`src/rtl/spi_cmd_pkg.sv`:
```
package spi_cmd_pkg;
  localparam int FRAME_MAX = 9;
  localparam int IDX_W     = 5;

  localparam logic [7:0] OP_DMA_WR  = 8'hC1;
  localparam logic [7:0] OP_DMA_RD  = 8'hC2;
  localparam logic [7:0] OP_INT_WR  = 8'hC3;
  localparam logic [7:0] OP_INT_RD  = 8'hC4;
  localparam logic [7:0] OP_TERM    = 8'hC5;
  localparam logic [7:0] OP_RPT     = 8'hC6;
  localparam logic [7:0] OP_XDMA_WR = 8'hC7;
  localparam logic [7:0] OP_XDMA_RD = 8'hC8;
  localparam logic [7:0] OP_SGL_WR  = 8'hC9;
  localparam logic [7:0] OP_SGL_RD  = 8'hCA;
  localparam logic [7:0] OP_RST     = 8'hCF;

  typedef enum logic [1:0] {RES_OK = 2'd0, RES_FAIL = 2'd1, RES_RESET = 2'd2} res_e;
  typedef enum logic [1:0] {K_CTRL, K_WREAD, K_DREAD, K_PLAIN} kind_e;
  typedef enum logic [2:0] {PH_PRE, PH_SEARCH, PH_DATA, PH_CRC, PH_DONE, PH_BAD} phase_e;

  function automatic logic op_legal(logic [7:0] op);
    case (op)
      OP_DMA_WR, OP_DMA_RD, OP_INT_WR, OP_INT_RD, OP_TERM, OP_RPT,
      OP_XDMA_WR, OP_XDMA_RD, OP_SGL_WR, OP_SGL_RD, OP_RST: return 1'b1;
      default: return 1'b0;
    endcase
  endfunction
endpackage

```
`src/rtl/spi_frame_build.sv`:
```
module spi_frame_build
  import spi_cmd_pkg::*;
(
  input  logic [7:0]                  opcode_i,
  input  logic [23:0]                 addr_i,
  input  logic [31:0]                 wdata_i,
  input  logic [23:0]                 len_i,
  input  logic                        clockless_i,
  output logic [FRAME_MAX-1:0][7:0]   frm_o,
  output logic [3:0]                  base_len_o,
  output kind_e                       kind_o
);
  logic [7:0] int_hi;
  assign int_hi = {addr_i[15] | clockless_i, addr_i[14:8]};

  always_comb begin
    frm_o      = '0;
    frm_o[0]   = opcode_i;
    base_len_o = 4'd4;
    kind_o     = K_PLAIN;
    case (opcode_i)
      OP_SGL_RD: begin
        frm_o[1] = addr_i[23:16]; frm_o[2] = addr_i[15:8]; frm_o[3] = addr_i[7:0];
        kind_o   = K_WREAD;
      end
      OP_SGL_WR: begin
        frm_o[1] = addr_i[23:16]; frm_o[2] = addr_i[15:8]; frm_o[3] = addr_i[7:0];
        frm_o[4] = wdata_i[31:24]; frm_o[5] = wdata_i[23:16];
        frm_o[6] = wdata_i[15:8];  frm_o[7] = wdata_i[7:0];
        base_len_o = 4'd8;
      end
      OP_INT_RD: begin
        frm_o[1] = int_hi; frm_o[2] = addr_i[7:0]; frm_o[3] = 8'h00;
        kind_o   = K_WREAD;
      end
      OP_INT_WR: begin
        frm_o[1] = int_hi; frm_o[2] = addr_i[7:0];
        frm_o[3] = wdata_i[31:24]; frm_o[4] = wdata_i[23:16];
        frm_o[5] = wdata_i[15:8];  frm_o[6] = wdata_i[7:0];
        base_len_o = 4'd7;
      end
      OP_TERM, OP_RPT: kind_o = K_CTRL;
      OP_RST: begin
        frm_o[1] = 8'hFF; frm_o[2] = 8'hFF; frm_o[3] = 8'hFF;
        kind_o   = K_CTRL;
      end
      OP_DMA_WR, OP_DMA_RD: begin
        frm_o[1] = addr_i[23:16]; frm_o[2] = addr_i[15:8]; frm_o[3] = addr_i[7:0];
        frm_o[4] = len_i[15:8];   frm_o[5] = len_i[7:0];
        base_len_o = 4'd6;
        if (opcode_i == OP_DMA_RD) kind_o = K_DREAD;
      end
      OP_XDMA_WR, OP_XDMA_RD: begin
        frm_o[1] = addr_i[23:16]; frm_o[2] = addr_i[15:8]; frm_o[3] = addr_i[7:0];
        frm_o[4] = len_i[23:16];  frm_o[5] = len_i[15:8];  frm_o[6] = len_i[7:0];
        base_len_o = 4'd7;
        if (opcode_i == OP_XDMA_RD) kind_o = K_DREAD;
      end
      default: ;
    endcase
  end
endmodule

```
`src/rtl/spi_crc7.sv`:
```
module spi_crc7 #(
  parameter int         N    = 8,
  parameter logic [6:0] SEED = 7'h7F,
  parameter logic [6:0] POLY = 7'h09
) (
  input  logic [N-1:0][7:0] bytes_i,
  input  logic [3:0]        cnt_i,
  output logic [6:0]        crc_o
);
  // one update stage per byte; stage i passes through when i >= cnt_i
  logic [N:0][6:0] stage;
  assign stage[0] = SEED;

  for (genvar i = 0; i < N; i++) begin : g_byte
    logic [6:0] acc;
    always_comb begin
      acc = stage[i];
      for (int b = 7; b >= 0; b--) begin
        if (acc[6] ^ bytes_i[i][b]) acc = {acc[5:0], 1'b0} ^ POLY;
        else                        acc = {acc[5:0], 1'b0};
      end
    end
    assign stage[i+1] = (i < int'(cnt_i)) ? acc : stage[i];
  end

  assign crc_o = stage[N];
endmodule

```
`src/rtl/spi_rsp_check.sv`:
```
module spi_rsp_check
  import spi_cmd_pkg::*;
(
  input  logic             clk_i,
  input  logic             rst_ni,
  input  logic             clear_i,
  input  logic             stb_i,
  input  logic [7:0]       byte_i,
  input  logic [IDX_W-1:0] idx_i,
  input  logic [IDX_W-1:0] echo_pos_i,
  input  logic [7:0]       opcode_i,
  input  kind_e            kind_i,
  input  logic             crc_en_i,
  output res_e             result_o,
  output logic [31:0]      rdata_o
);
  phase_e      phase_q;
  logic [1:0]  cnt_q;
  logic [31:0] rdata_q;
  logic        is_read;

  assign is_read = (kind_i == K_WREAD) || (kind_i == K_DREAD);

  always_ff @(posedge clk_i or negedge rst_ni) begin
    if (!rst_ni) begin
      phase_q <= PH_PRE;
      cnt_q   <= '0;
      rdata_q <= '0;
    end else if (clear_i) begin
      phase_q <= PH_PRE;
      cnt_q   <= '0;
      rdata_q <= '0;
    end else if (stb_i) begin
      case (phase_q)
        PH_PRE: begin
          if (idx_i == echo_pos_i) begin
            if (byte_i != opcode_i) phase_q <= PH_BAD;
          end else if (idx_i == echo_pos_i + 1'b1) begin
            if (byte_i != 8'h00) phase_q <= PH_BAD;
            else                 phase_q <= is_read ? PH_SEARCH : PH_DONE;
          end
        end
        PH_SEARCH: begin
          if (byte_i[7:4] == 4'hF) begin
            phase_q <= (kind_i == K_WREAD) ? PH_DATA : PH_DONE;
            cnt_q   <= '0;
          end
        end
        PH_DATA: begin
          rdata_q <= {byte_i, rdata_q[31:8]};
          cnt_q   <= cnt_q + 1'b1;
          if (cnt_q == 2'd3) begin
            phase_q <= crc_en_i ? PH_CRC : PH_DONE;
            cnt_q   <= '0;
          end
        end
        PH_CRC: begin
          cnt_q <= cnt_q + 1'b1;
          if (cnt_q == 2'd1) phase_q <= PH_DONE;
        end
        default: ;
      endcase
    end
  end

  always_comb begin
    case (phase_q)
      PH_DONE:   result_o = RES_OK;
      PH_SEARCH: result_o = RES_RESET;
      default:   result_o = RES_FAIL;
    endcase
  end

  assign rdata_o = rdata_q;


  bad_sticky_chk: assert property (@(posedge clk_i) disable iff (!rst_ni)
    (phase_q == PH_BAD && !clear_i) |=> (phase_q == PH_BAD));

  done_sticky_chk: assert property (@(posedge clk_i) disable iff (!rst_ni)
    (phase_q == PH_DONE && !clear_i) |=> (phase_q == PH_DONE));

  data_kind_chk: assert property (@(posedge clk_i) disable iff (!rst_ni)
    (phase_q == PH_DATA || phase_q == PH_CRC) |-> (kind_i == K_WREAD));
endmodule

```
`src/rtl/spi_cmd_engine.sv`:
```
module spi_cmd_engine
  import spi_cmd_pkg::*;
(
  input  logic        clk_i,
  input  logic        rst_ni,
  input  logic        start_i,
  input  logic [7:0]  opcode_i,
  input  logic [23:0] addr_i,
  input  logic [31:0] wdata_i,
  input  logic [23:0] len_i,
  input  logic        crc_en_i,
  input  logic        clockless_i,
  output logic        busy_o,
  output logic        done_o,
  output logic [1:0]  result_o,
  output logic [31:0] rdata_o,
  output logic        tx_valid_o,
  output logic [7:0]  tx_byte_o,
  input  logic        tx_ready_i,
  input  logic        rx_valid_i,
  input  logic [7:0]  rx_byte_i
);
  typedef enum logic [1:0] {S_IDLE, S_SEND, S_WAIT, S_FIN} state_e;

  state_e           state_q;
  logic [7:0]       op_q;
  logic [23:0]      addr_q, len_q;
  logic [31:0]      wdata_q;
  logic             crc_q, cl_q, illegal_q;
  logic [IDX_W-1:0] idx_q;

  logic [FRAME_MAX-1:0][7:0] frm;
  logic [3:0]       base_len;
  kind_e            kind;
  logic [6:0]       crc;
  logic [IDX_W-1:0] flen, total, echo_pos;
  res_e             chk_res;
  logic             go, chk_stb;

  spi_frame_build u_build (
    .opcode_i   (op_q),
    .addr_i     (addr_q),
    .wdata_i    (wdata_q),
    .len_i      (len_q),
    .clockless_i(cl_q),
    .frm_o      (frm),
    .base_len_o (base_len),
    .kind_o     (kind)
  );

  spi_crc7 #(.N(FRAME_MAX - 1)) u_crc (
    .bytes_i(frm[FRAME_MAX-2:0]),
    .cnt_i  (base_len),
    .crc_o  (crc)
  );

  always_comb begin
    flen = IDX_W'(base_len) + IDX_W'(crc_q);
    case (kind)
      K_CTRL:  begin total = flen + 5'd6; echo_pos = flen + 5'd1; end
      K_WREAD: begin total = flen + 5'd10 + (crc_q ? 5'd2 : 5'd0); echo_pos = flen; end
      default: begin total = flen + 5'd5; echo_pos = flen; end
    endcase
  end

  assign go      = start_i && (state_q == S_IDLE);
  assign chk_stb = (state_q == S_WAIT) && rx_valid_i;

  always_ff @(posedge clk_i or negedge rst_ni) begin
    if (!rst_ni) begin
      state_q   <= S_IDLE;
      op_q      <= '0;
      addr_q    <= '0;
      wdata_q   <= '0;
      len_q     <= '0;
      crc_q     <= 1'b0;
      cl_q      <= 1'b0;
      illegal_q <= 1'b0;
      idx_q     <= '0;
    end else begin
      case (state_q)
        S_IDLE: if (start_i) begin
          op_q      <= opcode_i;
          addr_q    <= addr_i;
          wdata_q   <= wdata_i;
          len_q     <= len_i;
          crc_q     <= crc_en_i;
          cl_q      <= clockless_i;
          idx_q     <= '0;
          illegal_q <= !op_legal(opcode_i);
          state_q   <= op_legal(opcode_i) ? S_SEND : S_FIN;
        end
        S_SEND: if (tx_ready_i) state_q <= S_WAIT;
        S_WAIT: if (rx_valid_i) begin
          if (idx_q == total - 1'b1) state_q <= S_FIN;
          else begin
            idx_q   <= idx_q + 1'b1;
            state_q <= S_SEND;
          end
        end
        S_FIN: state_q <= S_IDLE;
        default: state_q <= S_IDLE;
      endcase
    end
  end

  // frame bytes, then the CRC slot, then zero filler
  always_comb begin
    if (idx_q < IDX_W'(base_len))                     tx_byte_o = frm[idx_q[3:0]];
    else if (crc_q && idx_q == IDX_W'(base_len))      tx_byte_o = {crc, 1'b0};
    else                                              tx_byte_o = 8'h00;
  end

  spi_rsp_check u_chk (
    .clk_i     (clk_i),
    .rst_ni    (rst_ni),
    .clear_i   (go),
    .stb_i     (chk_stb),
    .byte_i    (rx_byte_i),
    .idx_i     (idx_q),
    .echo_pos_i(echo_pos),
    .opcode_i  (op_q),
    .kind_i    (kind),
    .crc_en_i  (crc_q),
    .result_o  (chk_res),
    .rdata_o   (rdata_o)
  );

  assign busy_o     = (state_q != S_IDLE);
  assign done_o     = (state_q == S_FIN);
  assign tx_valid_o = (state_q == S_SEND);

  always_comb begin
    if (!done_o)        result_o = RES_OK;
    else if (illegal_q) result_o = RES_FAIL;
    else                result_o = chk_res;
  end


  done_pulse_chk: assert property (@(posedge clk_i) disable iff (!rst_ni)
    done_o |=> !done_o);

  done_busy_chk: assert property (@(posedge clk_i) disable iff (!rst_ni)
    done_o |-> busy_o);

  tx_hold_chk: assert property (@(posedge clk_i) disable iff (!rst_ni)
    (tx_valid_o && !tx_ready_i) |=> (tx_valid_o && $stable(tx_byte_o)));

  illegal_quiet_chk: assert property (@(posedge clk_i) disable iff (!rst_ni)
    (go && !op_legal(opcode_i)) |=> (done_o && !tx_valid_o && result_o == RES_FAIL));

  filler_zero_chk: assert property (@(posedge clk_i) disable iff (!rst_ni)
    (tx_valid_o && idx_q >= flen) |-> (tx_byte_o == 8'h00));

  clockless_bit_chk: assert property (@(posedge clk_i) disable iff (!rst_ni)
    (tx_valid_o && idx_q == 5'd1 && cl_q && (op_q == OP_INT_RD || op_q == OP_INT_WR))
      |-> tx_byte_o[7]);
endmodule

```
`config.mk`:
```
export PLATFORM = sky130hd
export DESIGN_NAME = spi_cmd_engine
export DESIGN_NICKNAME = d
export VERILOG_FILES = /design/src/rtl/spi_cmd_pkg.sv /design/src/rtl/spi_frame_build.sv /design/src/rtl/spi_crc7.sv /design/src/rtl/spi_rsp_check.sv /design/src/rtl/spi_cmd_engine.sv
export SDC_FILE = /design/constraint.sdc
export NUM_CORES = 1
export LEC_CHECK = 0
export BUFFER_PORTS_ARGS = -buffer_cell sky130_fd_sc_hd__buf_2
export CELL_PAD_IN_SITES_DETAIL_PLACEMENT = 0
export CELL_PAD_IN_SITES_GLOBAL_PLACEMENT = 2
export CORE_MARGIN = 3
export CORE_UTILIZATION = 38
export DETAILED_ROUTE_END_ITERATION = 6
export PLACE_DENSITY = 0.92
export SYNTH_ARGS = -nofsm -noshare
export SYNTH_HDL_FRONTEND = slang
export SYNTH_HIERARCHICAL = 1
export SYNTH_SLANG_ARGS = --single-unit
```
`constraint.sdc`:
```
create_clock -name clk_i -period 7.7 [get_ports clk_i]
set_input_delay 0.77 -clock clk_i [delete_from_list [all_inputs] [get_ports clk_i]]
set_output_delay 0.77 -clock clk_i [all_outputs]
set_load 0.05 [all_outputs]
```
==> impl_metrics.json, run 1 <==
{
  "status": "complete, but fails checks",
  "violations": "negative setup slack",
  "rows": 65,
  "async_flop_share": 1.00,
  "die_y_um": 186,
  "startpoint_type": "register",
  "ys.flop_type": "dfrtp_1",
  "dr.pass1.iters": 5,
  "track_usage": 0.208,
  "core_sq_mm": 0.0316,
  "drv_slew": 0,
  "path_delay_family": "simple AND/OR/NAND/NOR gates",
  "drtAntennaViolNets": 0,
  "synth_area_sq_mm": 0.0122,
  "worst_slack_ns": -0.00162,
  "critPathSlowestCell": "or4b_1",
  "clk_latency_ns": 0.42,
  "routedWlPerCell_um": 20.2,
  "dieArea_sq_mm": 0.0344,
  "fmax_mhz": 130,
  "max-slew-margin-rel": 0.265,
  "hold_viol": 0,
  "netlist_top_cells_area": "dfrtp_1 28%, mux2_2 10%, xnor2_1 5.6%, xnor3_1 5.3%, nand2_1 4.5%",
  "clock_skew_ns": 0.00722,
  "rrSetupSlack_ns": 2.64,
  "min_path_type": "input pin to asynchronous set/reset pin",
  "drive_gt1_frac": 0.388,
  "antenna_found_initial": 0,
  "wl_um": 37000,
  "synth-warning-count": 6,
  "tightest_slew_ns": 1.10,
  "drt_iter0_drc": 716,
  "holdBufCountCts": 0,
  "vias_per_cell": 5.70,
  "grt.overflow.total": 0,
  "fin_cells": 1836,
  "synth_top_area_frac": 0.276,
  "grt_max_degree": 83,
  "period_minus_slack_ns": 7.70,
  "grt_pass1_vias": 9996,
  "cts.reportedPaths.clkPinSlew_ns": 0.06,
  "ios": 148,
  "finalSetupViolCount": 1,
  "r2r-start": "op_q[3]$_DFFE_PN0P_",
  "ctsRootBufferMaster": "clkbuf_16",
  "yosysMostFrequentCell": "nand2_1",
  "cpPeakStageDelay_ns": 0.53,
  "fin_nets": 1539,
  "synth-edff-count": 0,
  "grt_pass1_wl_um": 56400,
  "gp_congestion": 0.935,
  "end_kind": "primary output",
  "drc_errors": 0,
  "synth_common_cells": "148 x nand2_1, 135 x dfrtp_1, 109 x mux2_2",
  "dp_cells": 1763,
  "cp.arrival_ns": 6.93,
  "areaGrowthSynthToFinish_pct": 22.7,
  "worstPathRequired_ns": 6.93,
  "placed_area_sq_mm": 0.0134,
  "syn_inst": 1238,
  "ys_ff_latch": 135,
  "finalCritPeriodShare": 1.00,
  "critPathBufInv": 3,
  "clockBufferDepth": 2,
  "r2r-end": "idx_q[4]$_DFFE_PN0P_",
  "insertedDiodeCount": 0,
  "netlist-cell-type-count": 111,
  "io_buffers": 147,
  "critPathMaxFanout": 8,
  "cts_num_sinks": 135,
  "fin_area_sq_mm": 0.0150,
  "maxCapViolCount": 0,
  "synth_top_area_cell": "dfrtp_1",
  "cts-htree-levels": 4,
  "ys_seq_area_frac": 0.276,
  "avgSynthCellArea_sq_um": 9.89,
  "tritoncts": "yes",
  "vias": 10500,
  "dp_hpwl_um": 27500,
  "r2r_cells": 19,
  "worstSetupPathType": "register to primary output",
  "numCtsBuffers": 17,
  "initial_core_util": 0.387,
  "hold_slack_ns": 0.303,
  "rsz0062_at_grt": "yes",
  "fp.dieW_um": 186
}
## what timing repair did
| action | 4_1_cts | 5_1_grt |
|---|---|---|
| endpoints found under the setup margin | 7 | 7 |
| buffers inserted | 12 | 29 |
| pin swaps | 20 | 43 |
| resized for setup | 45 | 70 |
## worst register-to-register path: cells and delay by family, from the launching register on
kind                     cells  cell delay (ns)
multiplexers                 1             0.33
flip-flops                   1             0.45
adder cells (fa/ha/maj)      3             1.05
buffers and inverters        3             0.52
AND/OR/NAND/NOR              8             1.54
AO/OA/AOI/OAI                4             1.07
## logic make-up after synthesis
family / share of synthesized area
buf+inv: 0.0523
other cells: 0.000306
xor+xnor: 0.180
compound gates: 0.158
fa+ha+maj: 0.0153
mux: 0.156
flops: 0.276
simple gates: 0.162
## how the worst max path moves through the flow
stage / from / to / slack (ns) / depth (start not counted)
after floorplan: op_q[1]$_DFFE_PN0P_ / tx_byte_o[6] / 0.04 / 29
after global placement: op_q[3]$_DFFE_PN0P_ / tx_byte_o[5] / 0.18 / 26
after detailed placement: op_q[3]$_DFFE_PN0P_ / tx_byte_o[5] / 0.01 / 26
after CTS: op_q[3]$_DFFE_PN0P_ / tx_byte_o[6] / 0.002 / 26
after global routing: op_q[3]$_DFFE_PN0P_ / tx_byte_o[6] / -0.20 / 28
final: op_q[3]$_DFFE_PN0P_ / tx_byte_o[6] / -0.002 / 26
## metal layers
metal | share of wire | global-route usage
met1 | 0.44 | 0.294
met2 | 0.47 | 0.330
met3 | 0.061 | 0.0363
met4 | 0.024 | 0.0578
met5 | 0 | 0
## cell type report
| cell class | instances | area, sq um |
|---|---|---|
| Multi-Input combinational cell | 998 | 8780 |
| Timing Repair Buffer | 250 | 1600 |
| Sequential cell | 135 | 3380 |
| Clock buffer | 22 | 484 |
| Clock inverter | 10 | 214 |
| Fill cell | 2882 | 16600 |
| Tap cell | 402 | 503 |
| Inverter | 19 | 71.3 |
## sequential cells by signal (all words and copies together) (netlist names), 2 cells and up
register	flops
wdata_q	32
state_q	2
op_q	8
len_q	24
u_chk/phase_q	3
u_chk/rdata_o	32
u_chk/cnt_q	2
addr_q	24
idx_q	5
## cell usage in the layout (no fill, tap or decap), drive strengths merged, types with 8 or more instances in the layout
cell type	instances
buf	248
nand2	151
dfrtp	135
mux2	113
xnor2	91
a21oi	64
nor2	58
xor2	50
o21ai	50
a22oi	30
xnor3	30
a221o	29
mux2i	27
clkbuf	24
nor3	21
inv	20
nand3	18
mux4	16
ha	15
nand2b	13
nor2b	13
and2	12
nor4	11
or2	11
or3	11
nand4	10
a22o	10
a21o	10
nand3b	8
conb	8
or4	8
## stage by stage
step / utilization / setup TNS, ns / setup slack [ns]
6_report: 0.475 / -0.00162 / -0.00162
5_1_grt: 0.475 / -1.03 / -0.202
4_1_cts: 0.456 / 0 / 0.00176
3_5_place_dp: 0.425 / 0 / 0.0126
3_3_place_gp: 0.425 / 0 / 0.183
2_1_floorplan: - / 0 / 0.0366
Power of run 1 is not shown: default switching activity piles up to over one toggle a cycle in this logic, so the estimate is an artifact.
==> inputs of run 2 (changes only) <==
--- a/config.mk
+++ b/config.mk
@@ -12,6 +12,7 @@
 export CORE_UTILIZATION = 38
 export DETAILED_ROUTE_END_ITERATION = 6
 export PLACE_DENSITY = 0.92
+export SETUP_SLACK_MARGIN = 0.4
 export SYNTH_ARGS = -nofsm -noshare
 export SYNTH_HDL_FRONTEND = slang
 export SYNTH_HIERARCHICAL = 1
==> run 2 against run 1 <==
  * The flow still finishes with violations (negative setup slack)
  * Die area did not move
  * Non-clock buffer count is 21 higher
  * Routed wire length fell by 1.4%
  * Maximum frequency fell by 1.3%
  * Via count about the same
  * Sequential share of layout area about the same
  * Register-to-register slack lost 0.12 ns
  * Worst hold slack improved by 0.0051 ns
  * Clock-buffer cell count decreased by 4
  * Sequential cell count did not move
  * Critical path depth rose by 3
==> impl_metrics.json, run 2 (synthesis results as in run 1) <==
{
  "initial_core_util": 0.387,
  "dp_hpwl_um": 27200,
  "startpoint_type": "register",
  "rows": 65,
  "antenna_found_initial": 0,
  "wl_met2_um": 17100,
  "status": "complete, but fails checks",
  "tightest_slew_ns": 1.03,
  "drv_slew": 0,
  "drt_iter0_drc": 846,
  "max-slew-margin-rel": 0.309,
  "dieArea_sq_mm": 0.0344,
  "track_usage": 0.210,
  "grt_pass1_wl_um": 57100,
  "fin_cells": 1856,
  "ios": 148,
  "rsz0062_at_grt": "yes",
  "critPathMaxFanout": 4,
  "wl_met3_um": 2180,
  "wl_um": 36500,
  "drive_gt1_frac": 0.394,
  "die_y_um": 186,
  "vias": 10500,
  "cp.arrival_ns": 7.03,
  "numCtsBuffers": 17,
  "drc_errors": 0,
  "clock_skew_ns": 0.00521,
  "clockBufferDepth": 2,
  "dp_cells": 1766,
  "cts_num_sinks": 135,
  "ctsRootBufferMaster": "clkbuf_16",
  "routedWlPerCell_um": 19.7,
  "core_sq_mm": 0.0316,
  "period_minus_slack_ns": 7.80,
  "wl_met1_um": 16300,
  "fp.dieW_um": 186,
  "maxCapViolCount": 0,
  "cts-htree-levels": 4,
  "insertedDiodeCount": 0,
  "grt.overflow.total": 0,
  "io_buffers": 147,
  "areaGrowthSynthToFinish_pct": 22.8,
  "worstPathRequired_ns": 6.93,
  "hold_slack_ns": 0.308,
  "tritoncts": "yes",
  "grt_pass1_vias": 10200,
  "finalCritPeriodShare": 1.01,
  "clk_latency_ns": 0.42,
  "holdBufCountCts": 0,
  "fin_nets": 1560,
  "grt_max_degree": 83,
  "critPathSlowestCell": "or4_1",
  "min_path_type": "input pin to asynchronous set/reset pin",
  "end_kind": "primary output",
  "fillers": 2881,
  "drtAntennaViolNets": 0,
  "gp_congestion": 0.932,
  "finalSetupViolCount": 4,
  "dr.pass1.iters": 5,
  "worst_slack_ns": -0.102,
  "worstSetupPathType": "register to primary output",
  "final_cell_mix": "145 x nand2_1, 139 x buf_2, 135 x dfrtp_1, 113 x buf_4, 108 x mux2_2",
  "fmax_mhz": 128,
  "violations": "negative setup slack",
  "cpPeakStageDelay_ns": 0.54,
  "mostFrequentLayoutCell": "nand2_1",
  "hold_viol": 0,
  "dr.max_layer_used": "met4",
  "vias_per_cell": 5.64,
  "cts.reportedPaths.clkPinSlew_ns": 0.06
}
## run 2: cell types whose count changed in the layout (fill, tap and decap cells not counted), moves of 3 or more
cell / change
dfrtp_2: -4
dfrtp_1: +4
buf_4: +18
xor2_1: +3
clkinv_2: +5
bufinv_16: -3
xnor2_4: -3
xnor2_2: +4
buf_6: +7
clkbuf_8: -3
## run 2: routing by layer
layer  vias up  track usage
li1       4903            -
met3        45       0.0348
met4         0       0.0643
met5         -            0
met1      5151        0.294
met2       361        0.336
## run 2: area by class of cell
cell class                 count  area [sq um]  area share
inverter                      19          71.3     0.00474
clock inverter                13           156      0.0104
clock buffer                  18           439      0.0292
timing repair buffer         271          1760       0.117
multi-input combinational    998          8730       0.581
sequential                   135          3380       0.225
tap                          402           503      0.0335
## run 2: repair_timing
action | 4_1_cts | 5_1_grt
setup buffers | 55 | 4
pin swaps | 63 | 5
endpoints found under the setup margin | 7 | 7
hold endpoints to repair | 0 | 0
gates resized for setup | 82 | 24
## run 2: through the flow
| stage | instance area [sq um] | util | setup slack [ns] | TNS (ns) |
|---|---|---|---|---|
| after global placement | 13500 | 0.426 | -0.0426 | -0.0426 |
| final | 15000 | 0.475 | -0.102 | -0.231 |
| after floorplan | 12300 | - | 0.286 | 0 |
| after global routing | 15000 | 0.475 | -0.456 | -2.48 |
| after CTS | 14900 | 0.470 | -0.00736 | -0.00736 |
| after detailed placement | 13500 | 0.426 | -0.287 | -0.968 |
## run 2: final timing paths
path / startpoint / to / slack [ns] / depth (start not counted)
worst max-delay path: op_q[0]$_DFFE_PN0P_ / tx_byte_o[7] / -0.10 / 29
worst min-delay path: rst_ni / u_chk/rdata_o[2]$_DFFE_PN0P_ / 0.31 / 1
worst max register to register: op_q[1]$_DFFE_PN0P_ / idx_q[4]$_DFFE_PN0P_ / 2.52 / 19
worst min register to register: len_q[23]$_DFFE_PN0P_ / len_q[23]$_DFFE_PN0P_ / 0.51 / 1
max in group asynchronous: rst_ni / len_q[15]$_DFFE_PN0P_ / 6.01 / 2
min in group clk_i: len_q[23]$_DFFE_PN0P_ / len_q[23]$_DFFE_PN0P_ / 0.51 / 1
## run 2: critical path: cells and delay by family, from the launching register on
| family | cells | cell delay (ns) |
|---|---|---|
| XOR/XNOR | 7 | 1.83 |
| multiplexers | 1 | 0.28 |
| flip-flops | 1 | 0.42 |
| AO/OA/AOI/OAI | 11 | 2.26 |
| buffers and inverters | 5 | 0.75 |
| AND/OR/NAND/NOR | 5 | 1.07 |
Power of run 2 is left out for the same reason.
==> inputs of run 3 (changes only) <==
--- a/config.mk
+++ b/config.mk
@@ -11,7 +11,7 @@
 export CORE_MARGIN = 3
 export CORE_UTILIZATION = 38
 export DETAILED_ROUTE_END_ITERATION = 6
-export PLACE_DENSITY = 0.92
+export PLACE_DENSITY = 0.93
 export SETUP_SLACK_MARGIN = 0.4
 export SYNTH_ARGS = -nofsm -noshare
 export SYNTH_HDL_FRONTEND = slang
==> run 3 against run 2 <==
  * The flow still finishes with violations (negative setup slack)
  * Final area increased by 0.55%
  * Sequential cell count stayed put
  * Die area unchanged
  * Non-clock buffer count rose by 1
  * Clock-buffer cell count rose by 4
  * Cell count rose by 0.11%
  * Clock skew rose by 0.0026 ns
  * Core utilization grew 0.26 points
  * Sequential share of layout area shrank 0.090 points
  * Largest cell class unchanged
  * Highest routed layer unchanged
==> impl_metrics.json, run 3 (synthesis results as in run 1) <==
{
  "rsz0062_at_grt": "yes",
  "numCtsBuffers": 17,
  "path_delay_family": "XOR/XNOR gates",
  "clk_latency_ns": 0.42,
  "ctsRootBufferMaster": "clkbuf_16",
  "die_y_um": 186,
  "grt.overflow.total": 0,
  "initial_core_util": 0.387,
  "finalCritPeriodShare": 1.02,
  "period_minus_slack_ns": 7.82,
  "fmax_mhz": 128,
  "hold_viol": 0,
  "end_kind": "primary output",
  "final_cell_mix": "144 x nand2_1, 139 x buf_2, 131 x dfrtp_1, 119 x buf_4, 108 x mux2_2",
  "finalSetupViolCount": 4,
  "status": "complete, but fails checks",
  "grt_pass1_wl_um": 57500,
  "mostFrequentLayoutCell": "nand2_1",
  "rows": 65,
  "insertedDiodeCount": 0,
  "critPathBufInv": 6,
  "fin_cells": 1858,
  "dp_hpwl_um": 27200,
  "gp_congestion": 0.928,
  "tritoncts": "yes",
  "grt_max_degree": 81,
  "startpoint_type": "register",
  "vias": 10600,
  "worstSetupPathType": "register to primary output",
  "fillers": 2862,
  "drt_iter0_drc": 903,
  "clock_skew_ns": 0.00783,
  "critPathSlowestCell": "xnor3_1",
  "hold_slack_ns": 0.303,
  "drv_slew": 0,
  "dieArea_sq_mm": 0.0344,
  "grt_pass1_vias": 10300,
  "cts.reportedPaths.clkPinSlew_ns": 0.06,
  "antenna_found_initial": 0,
  "clockBufferDepth": 2,
  "maxCapViolCount": 0,
  "critPathMaxFanout": 6,
  "max-slew-margin-rel": 0.257,
  "fin_util": 0.478,
  "core_sq_mm": 0.0316,
  "tightest_slew_ns": 1.11,
  "drive_gt1_frac": 0.400,
  "track_usage": 0.211,
  "vias_per_cell": 5.71,
  "cts_num_sinks": 135,
  "holdBufCountCts": 0,
  "io_buffers": 147,
  "areaGrowthSynthToFinish_pct": 23.4,
  "min_path_type": "input pin to asynchronous set/reset pin",
  "cts-htree-levels": 4,
  "drc_errors": 0,
  "routedWlPerCell_um": 20.0,
  "fin_tns_setup_ns": -0.268,
  "ios": 148,
  "fp.dieW_um": 186,
  "fin_nets": 1561,
  "dp_cells": 1761,
  "worstPathRequired_ns": 6.93,
  "violations": "negative setup slack",
  "worst_slack_ns": -0.120,
  "drtAntennaViolNets": 0,
  "wl_um": 37100,
  "crit_top_cell": "buf_4",
  "cp.arrival_ns": 7.05,
  "cpPeakStageDelay_ns": 0.49,
  "dr.pass1.iters": 6
}
-- run 3: cell types whose count changed in the layout (fill, tap and decap cells not counted), moves of 3 or more --
| cell | change |
|---|---|
| buf_4 | +6 |
| buf_6 | -5 |
| clkinv_2 | -5 |
| dfrtp_1 | -4 |
| dfrtp_2 | +4 |
| mux2i_1 | -3 |
-- run 3: final timing paths --
kind,depth (start not counted),startpoint,endpoint,slack [ns]
max,30,op_q[2]$_DFFE_PN0P_,tx_byte_o[4],-0.12
min reg2reg,1,addr_q[17]$_DFFE_PN0P_,addr_q[17]$_DFFE_PN0P_,0.51
max reg2reg,18,op_q[1]$_DFFE_PN0P_,idx_q[3]$_DFFE_PN0P_,2.66
min,1,rst_ni,u_chk/rdata_o[1]$_DFFE_PN0P_,0.30
max in group asynchronous,2,rst_ni,op_q[1]$_DFFE_PN0P_,5.96
min in group clk_i,1,addr_q[17]$_DFFE_PN0P_,addr_q[17]$_DFFE_PN0P_,0.51
-- run 3: layout make-up --
type	count	area, sq um	share of cell area
multi-input cells	998	8770	0.580
flip-flops and latches	135	3380	0.224
repair buffers	272	1750	0.116
well taps	402	503	0.0333
clock buffers	22	474	0.0314
clock inverters	10	169	0.0112
inverters	19	71.3	0.00472
-- run 3: what timing repair did --
item	in CTS	in global routing
pin swaps	52	36
setup buffers	48	17
endpoints found under the setup margin	7	7
resized for setup	67	44
-- run 3: worst register-to-register path, delay by kind of cell, from the launching register on --
kind                       cells  cell delay [ns]
DFF                            1             0.47
adders and majority gates      3             1.09
buffers and inverters          2             0.40
AOI/OAI and AO/OA              4             1.08
muxes                          1             0.33
and+or+nand+nor                8             1.57
-- run 3: per-stage QoR --
step | area, sq um | worst slack (ns)
after global routing | 15100 | -0.362
after floorplan | 12300 | 0.286
after CTS | 14700 | 0.159
after global placement | 13500 | 0.0115
after detailed placement | 13500 | -0.0696
final | 15100 | -0.120
-- run 3: metal layers --
metal / track usage / wire length (um)
met5: 0 / 0
met3: 0.0340 / 2260
met1: 0.295 / 16500
met2: 0.340 / 17500
met4: 0.0623 / 880
Power of run 3 is left out for the same reason.
